File: src/rtl/qline_sine_pkg.sv
package qline_sine_pkg;

  // Fixed-point helpers for elaboration-time constant generation.
  localparam int     FRAC = 30;
  localparam longint ONE  = 64'sd1 <<< FRAC;
  localparam longint PI_Q = 64'sd3373259426;  // pi in Q30

  // sin(k*pi / 2^lg) in Q30, valid for angles in [0, pi/2]
  function automatic longint sin_q(input longint k, input int lg);
    longint x;
    longint x2;
    longint t;
    x  = (k * PI_Q) >>> lg;
    x2 = (x * x) >>> FRAC;
    t  = ONE - x2 / 110;
    t  = ONE - ((x2 * t) >>> FRAC) / 72;
    t  = ONE - ((x2 * t) >>> FRAC) / 42;
    t  = ONE - ((x2 * t) >>> FRAC) / 20;
    t  = ONE - ((x2 * t) >>> FRAC) / 6;
    return (x * t) >>> FRAC;
  endfunction

  // round(full * sin(k*pi/2^lg))
  function automatic int scaled_sin(input longint k, input int lg, input int full);
    longint p;
    p = longint'(full) * sin_q(k, lg) + (ONE >>> 1);
    return int'(p >>> FRAC);
  endfunction

  // magnitude of folded sample f (half-step phase offset)
  function automatic int fold_mag(input int f, input int qb, input int full);
    return scaled_sin(longint'(2 * f + 1), qb + 2, full);
  endfunction

  // chord end point s of 2^sb segments across the quarter wave
  function automatic int anchor(input int s, input int qb, input int sb, input int full);
    return scaled_sin(longint'(s) <<< (qb - sb + 1), qb + 2, full);
  endfunction

  // rounded chord value at folded phase f (same arithmetic as the hardware)
  function automatic int line_at(input int f, input int qb, input int sb, input int full);
    int slb;
    int s;
    int o;
    int a;
    int d;
    slb = qb - sb;
    s   = f >> slb;
    o   = f & ((1 << slb) - 1);
    a   = anchor(s, qb, sb, full);
    d   = anchor(s + 1, qb, sb, full) - a;
    return a + ((d * o + (1 << (slb - 1))) >>> slb);
  endfunction

endpackage

File: src/rtl/qs_fold.sv
module qs_fold #(
  parameter int PHASE_W = 10,
  parameter int QB      = 8
) (
  input  logic               clk,
  input  logic               rst,
  input  logic [PHASE_W-1:0] phase_in,
  output logic [QB-1:0]      fold_q,
  output logic               neg_q
);

  // Stage 1: quarter-wave fold; the second quarter of each half is mirrored.
  always_ff @(posedge clk) begin
    if (rst) begin
      fold_q <= '0;
      neg_q  <= 1'b0;
    end else begin
      fold_q <= phase_in[QB] ? ~phase_in[QB-1:0] : phase_in[QB-1:0];
      neg_q  <= phase_in[PHASE_W-1];
    end
  end

endmodule

File: src/rtl/qs_seg_line.sv
module qs_seg_line import qline_sine_pkg::*; #(
  parameter int QB    = 8,
  parameter int SB    = 2,
  parameter int MAG_W = 8
) (
  input  logic             clk,
  input  logic             rst,
  input  logic [QB-1:0]    fold_in,
  output logic [MAG_W-1:0] line_q
);

  localparam int SLB  = QB - SB;
  localparam int NSEG = 1 << SB;
  localparam int FULL = (1 << MAG_W) - 1;
  localparam int PW   = MAG_W + SLB + 1;

  logic [SLB-1:0]   off;
  logic [MAG_W-1:0] cand [NSEG];
  logic             valid_q;

  assign off = fold_in[SLB-1:0];

  // One constant-coefficient chord per segment; the multiply reduces to shift-add.
  for (genvar s = 0; s < NSEG; s++) begin : g_seg
    localparam int A = anchor(s, QB, SB, FULL);
    localparam int D = anchor(s + 1, QB, SB, FULL) - A;
    logic [PW-1:0] prod;
    assign prod    = PW'(D) * PW'(off) + PW'(1 << (SLB - 1));
    assign cand[s] = MAG_W'(A) + MAG_W'(prod >> SLB);
  end

  // Stage 2: registered chord value
  always_ff @(posedge clk) begin
    if (rst) begin
      line_q  <= '0;
      valid_q <= 1'b0;
    end else begin
      line_q  <= cand[fold_in[QB-1:SLB]];
      valid_q <= 1'b1;
    end
  end

  // The chain of chords rises with the folded phase
  assert_line_monotone_R3: assert property (@(posedge clk) disable iff (rst)
    (valid_q && ($past(fold_in) >= $past(fold_in, 2))) |-> (line_q >= $past(line_q)));

endmodule

File: src/rtl/qs_resid_rom.sv
module qs_resid_rom import qline_sine_pkg::*; #(
  parameter int QB    = 8,
  parameter int SB    = 2,
  parameter int GB    = 3,
  parameter int CW    = 3,
  parameter int MAG_W = 8
) (
  input  logic          clk,
  input  logic          rst,
  input  logic [QB-1:0] addr,
  output logic [CW-1:0] coarse_q,
  output logic          fine_q
);

  localparam int NG   = 1 << (QB - GB);
  localparam int NF   = 1 << QB;
  localparam int GS   = 1 << GB;
  localparam int FULL = (1 << MAG_W) - 1;

  logic [CW-1:0] coarse_mem [NG];
  logic          fine_mem   [NF];

  // Gap between sine and chord, split into a per-group base and a 2-step bit.
  initial begin
    for (int g = 0; g < NG; g++) begin
      int mn;
      int r;
      int q;
      mn = 1 << 20;
      for (int j = 0; j < GS; j++) begin
        r = fold_mag(g * GS + j, QB, FULL) - line_at(g * GS + j, QB, SB, FULL);
        if (r < mn) mn = r;
      end
      q = mn + 1;
      coarse_mem[g] = CW'(q);
      for (int j = 0; j < GS; j++) begin
        r = fold_mag(g * GS + j, QB, FULL) - line_at(g * GS + j, QB, SB, FULL);
        fine_mem[g * GS + j] = ((r - q) >= 2);
      end
    end
  end

  // Stage 2: registered table reads (block-RAM style)
  always_ff @(posedge clk) begin
    if (rst) begin
      coarse_q <= '0;
      fine_q   <= 1'b0;
    end else begin
      coarse_q <= coarse_mem[addr[QB-1:GB]];
      fine_q   <= fine_mem[addr];
    end
  end

endmodule

File: src/rtl/qline_sine_conv.sv
module qline_sine_conv #(
  parameter int PHASE_W    = 10,
  parameter int AMP_W      = 9,
  parameter int SEG_BITS   = 2,
  parameter int GROUP_BITS = 3,
  parameter int COARSE_W   = 3
) (
  input  logic               clk,
  input  logic               rst,
  input  logic [PHASE_W-1:0] phase_in,
  output logic [AMP_W-1:0]   amp_out
);

  localparam int QB    = PHASE_W - 2;
  localparam int MAG_W = AMP_W - 1;
  localparam int FULL  = (1 << MAG_W) - 1;
  localparam int SUM_W = AMP_W + 1;
  localparam logic [AMP_W-1:0] MID = AMP_W'(1 << MAG_W);

  logic [QB-1:0]       fold_q;
  logic                neg1_q;
  logic                neg2_q;
  logic [MAG_W-1:0]    line_q;
  logic [COARSE_W-1:0] coarse_q;
  logic                fine_q;
  logic [SUM_W-1:0]    sum;
  logic [MAG_W-1:0]    mag_sat;
  logic [2:0]          warm;
  logic                rst_q;

  qs_fold #(.PHASE_W(PHASE_W), .QB(QB)) u_fold (
    .clk(clk), .rst(rst), .phase_in(phase_in), .fold_q(fold_q), .neg_q(neg1_q)
  );

  qs_seg_line #(.QB(QB), .SB(SEG_BITS), .MAG_W(MAG_W)) u_line (
    .clk(clk), .rst(rst), .fold_in(fold_q), .line_q(line_q)
  );

  qs_resid_rom #(.QB(QB), .SB(SEG_BITS), .GB(GROUP_BITS), .CW(COARSE_W), .MAG_W(MAG_W)) u_rom (
    .clk(clk), .rst(rst), .addr(fold_q), .coarse_q(coarse_q), .fine_q(fine_q)
  );

  always_ff @(posedge clk) begin
    if (rst) neg2_q <= 1'b0;
    else     neg2_q <= neg1_q;
  end

  // Stage 3: rebuild magnitude, clamp at full scale, restore the half cycle
  assign sum     = SUM_W'(line_q) + SUM_W'(coarse_q) + (fine_q ? SUM_W'(2) : SUM_W'(0));
  assign mag_sat = (sum > SUM_W'(FULL)) ? MAG_W'(FULL) : sum[MAG_W-1:0];

  always_ff @(posedge clk) begin
    if (rst) amp_out <= MID;
    else     amp_out <= neg2_q ? {1'b0, ~mag_sat} : {1'b1, mag_sat};
  end

  // Cycles since reset, for assertions that look back
  always_ff @(posedge clk) begin
    if (rst)               warm <= '0;
    else if (warm != 3'd7) warm <= warm + 3'd1;
    rst_q <= rst;
  end

  // a reset edge leaves mid-scale on the output
  always @(posedge clk) begin
    if (rst_q === 1'b1) begin
      assert_reset_mid_R1: assert (amp_out == MID);
    end
  end

  // line plus gap overshoots full scale by at most one step
  assert_sum_bound_R3: assert property (@(posedge clk) disable iff (rst)
    sum <= SUM_W'(FULL + 1));

  // the half-cycle bit survives three stages untouched
  assert_sign_path_R6: assert property (@(posedge clk) disable iff (rst)
    (warm >= 3'd3) |-> (amp_out[AMP_W-1] == ~$past(phase_in[PHASE_W-1], 3)));

  // a held phase gives a held output
  assert_hold_R2: assert property (@(posedge clk) disable iff (rst)
    ((warm >= 3'd4) && ($past(phase_in, 3) == $past(phase_in, 4))) |-> $stable(amp_out));

endmodule

File: config.mk
export PLATFORM = sky130hd
export DESIGN_NAME = qline_sine_conv
export DESIGN_NICKNAME = d
export VERILOG_FILES = /design/src/rtl/qline_sine_pkg.sv /design/src/rtl/qs_fold.sv /design/src/rtl/qs_seg_line.sv /design/src/rtl/qs_resid_rom.sv /design/src/rtl/qline_sine_conv.sv
export SDC_FILE = /design/constraint.sdc
export NUM_CORES = 1
export LEC_CHECK = 0
export BUFFER_PORTS_ARGS = -buffer_cell sky130_fd_sc_hd__buf_2
export CORE_MARGIN = 4
export CORE_UTILIZATION = 42
export CTS_BUF_LIST = sky130_fd_sc_hd__clkbuf_2
export CTS_CLUSTER_SIZE = 30
export DETAILED_ROUTE_END_ITERATION = 12
export GPL_TIMING_DRIVEN = 0
export PLACE_DENSITY_LB_ADDON = 0.1
export SLEW_MARGIN = 10
export SYNTH_ARGS = -nofsm -noshare
export SYNTH_HDL_FRONTEND = slang
export SYNTH_SLANG_ARGS = --single-unit
File: constraint.sdc
create_clock -name clk -period 3.86 [get_ports clk]
set_input_delay 0.772 -clock clk [delete_from_list [all_inputs] [get_ports clk]]
set_output_delay 0.772 -clock clk [all_outputs]
set_load 0.01 [all_outputs]
==> reports/metrics.cfg <==
[run_status]
status = complete, no violations

[power]
p_leak_nw = 1.90
p_total_mw = 1.37
cellPowerDensity_nw_per_um2 = 343
vdd_drop_max_mv = 0.148

[timing]
tns_ns = 0
clock_skew_ns = 0.0142
worst_pin_slew_ns = 0.816
fmax_ghz = 0.268
fin_ws_ns = 0.130
finalCriticalPeriod_ns = 3.73
whs_ns = 0.456
setup_viol = 0
hold_viol = 0
drv_slew = 0
slew_headroom_pct = 45.2
period_share_pct = 96.6

[final_layout]
stdcell_count = 536
final_core_util_pct = 50.6
final_cell_area_um2 = 3990
area_growth_syn_to_layout_pct = 14.8
drive_gt1_share_pct = 18.0
antennaDiodeCount = 0
fill_cells = 775
final_nets = 524

[min_path]
worstHoldStart = u_fold.neg_q
min_to = neg2_q
hold_path_class = flip-flop to flip-flop
whs_path_depth = 1

[die]
coreArea_um2 = 7890
die_y_um = 99.0
dieArea_um2 = 9800
ioPinCount = 21
floorplan.die.width_um = 99.0
row_count = 32
start_util_pct = 44.1

[synthesis]
synth_ff_type = dfxtp_1
yosys_warnings = 0
syn_avg_cell_area_um2 = 8.90
syn_inst = 391
ys_types = 50
synth_top_area_share_pct = 23.4
synth_area_leaders = ha_1 (23%), dfxtp_1 (17%), xnor2_1 (8.3%)
synth_seq_cells = 30
yosysTopAreaCell = ha_1
synthArstFlopShare_pct = 0
syn-num-nets = 482
synthesis.area_um2 = 3480
ys_seq_area_share_pct = 17.3
synth_edf_count = 0

[place]
dpl_cell_area_um2 = 3710
pre_cts_slack_ns = -0.483
dp.cells = 512
hpwl_um = 5900
io_buffers = 19
gp_congestion = 0.827

[drt]
via_per_inst = 5.07
ant_nets = 0
num_vias = 2717
drt-total-wl_um = 7410
drt_iter0_drc = 95
drc = 0
drt_first_pass_iters = 4
post_drt_wl_per_cell_um = 13.8

[grt]
grt_usage_pct = 15.5
grt.overflow.total = 0
grt_pass1_wl_um = 12400
grt_pass1_vias = 2657
grt_start_max_net_pins = 16
antenna_found_initial = 0

[clock_network]
clk_path_buf_depth = 2
path_clk_slew_ns = 0.18
clk-insertion-delay-late_ns = 0.36
cts_sinks = 30
cts_tree = yes
htree_levels = 2
numCtsBuffers = 5
cts_root_buf = clkbuf_2

[setup_path]
worst_path_max_delay_cell = fa_1
worstPathArrival_ns = 4.03
crit_path_end_kind = flip-flop
crit_type = flip-flop to flip-flop
slowest_delay_ns = 0.49
r2r_slack_ns = 0.13
crit_path_max_fanout = 4
r2r-end = u_line.line_q[3]
worstReg2RegStart = u_fold.fold_q[4]
critPathLaunchType = flip-flop
ff2ff_path_depth = 18
required_ns = 4.16
crit_path_start = u_fold.fold_q[4]
path_cells = inv_6 -> ha_4 -> inv_2 -> ha_4 -> inv_2 -> fa_1 -> inv_1 -> ha_1 -> a21o_1 -> a21oi_2 -> inv_1 -> a21oi_2 -> nor2b_1 -> nor2_2 -> xor2_1 -> ha_2 -> mux4_2 -> nor2_1

[flow_run]
maxCapViolCount = 0

[cells by family (layout without fill, tap and decap cells)]
kind of cell	after synthesis	in the layout	synth area share, %
muxes	7	7	3.45
buffers and inverters	47	90	5.07
DFF	30	30	17.3
AOI/OAI and AO/OA	58	58	11.7
xor gates and xnor gates	60	60	15.9
adders and majority gates	79	79	31.4
and+or+nand+nor	110	110	15.3
[routing by layer]
layer	wire, µm	global-route usage [%]	part of all wire [%]
met5	0	0	0
met4	66	3.05	0.89
met3	196	2.26	2.6
met2	3470	25.8	47
met1	3680	21.2	50
[Yosys cell counts (3+ instances only)]
master    instances
a211oi_1          4
a21o_1            4
a21oi_1          19
and3_1            4
buf_1             5
clkbuf_1          7
dfxtp_1          30
fa_1             14
ha_1             65
inv_1            35
mux2i_1           3
mux4_2            4
nand2_1          22
nand2b_1          5
nand3_1          11
nand4_1           5
nor2_1           42
nor2b_1           9
o211ai_1          5
o21ai_0           7
o22ai_1           3
xnor2_1          33
xor2_1           25
[flip-flops by register name, summed over array words and instances (netlist names)]
| signal | cells |
|---|---|
| amp_out | 9 |
| u_fold.fold_q | 8 |
| u_line.line_q | 8 |
| u_rom.coarse_q | 3 |
| neg2_q | 1 |
| u_fold.neg_q | 1 |
[area by class of cell]
cell class	instances	area (µm²)	share of cell area, %
buffer	12	45.0	1.13
clock inverter	3	16.3	0.407
timing repair buffer	35	223	5.58
tap	102	128	3.20
clock buffer	5	25.0	0.627
multi-input combinational	314	2800	70.0
sequential	30	621	15.5
inverter	35	140	3.51
[where the power goes]
part / switching [mW] / internal (mW)
combinational: 0.447 / 0.375
clock: 0.119 / 0.0414
sequential: 0.0311 / 0.357
total: 0.596 / 0.773
[worst max-delay path by stage]
stage	slack (ns)	endpoint
4_1_cts	-0.02	u_line.line_q[4]
3_5_place_dp	-0.48	u_line.line_q[4]
3_3_place_gp	-0.49	u_line.line_q[4]
6_report	0.13	u_line.line_q[3]
2_1_floorplan	0.01	u_line.line_q[4]
5_1_grt	-0.03	u_line.line_q[3]
[cells in the final DEF (no fill, tap or decap), types with 6 or more instances in the layout]
master    instances
buf_2            19
o21ai_0           6
nor2b_1           9
inv_1            30
fa_1             13
a21oi_1          17
ha_1             59
buf_4            14
dfxtp_1          24
nand2_1          22
clkbuf_1          7
xor2_1           25
nor2_1           40
nand3_1          11
xnor2_1          32
[critical path, delay by kind of cell (launching register included)]
| family | cells | cell delay (ns) |
|---|---|---|
| compound gates | 3 | 0.55 |
| xor+xnor | 1 | 0.17 |
| fa+ha+maj | 5 | 1.55 |
| buf+inv | 5 | 0.24 |
| flops | 1 | 0.41 |
| mux | 1 | 0.47 |
| simple gates | 3 | 0.28 |
[timing repair]
action / in CTS / in global routing
buffers inserted: 5 / 11
setup endpoints to repair: 5 / 5
pin swaps: 3 / 12
hold buffers: 0 / 0
resized for setup: 7 / 26
No activity file was read; power rests on OpenSTA's default activity.
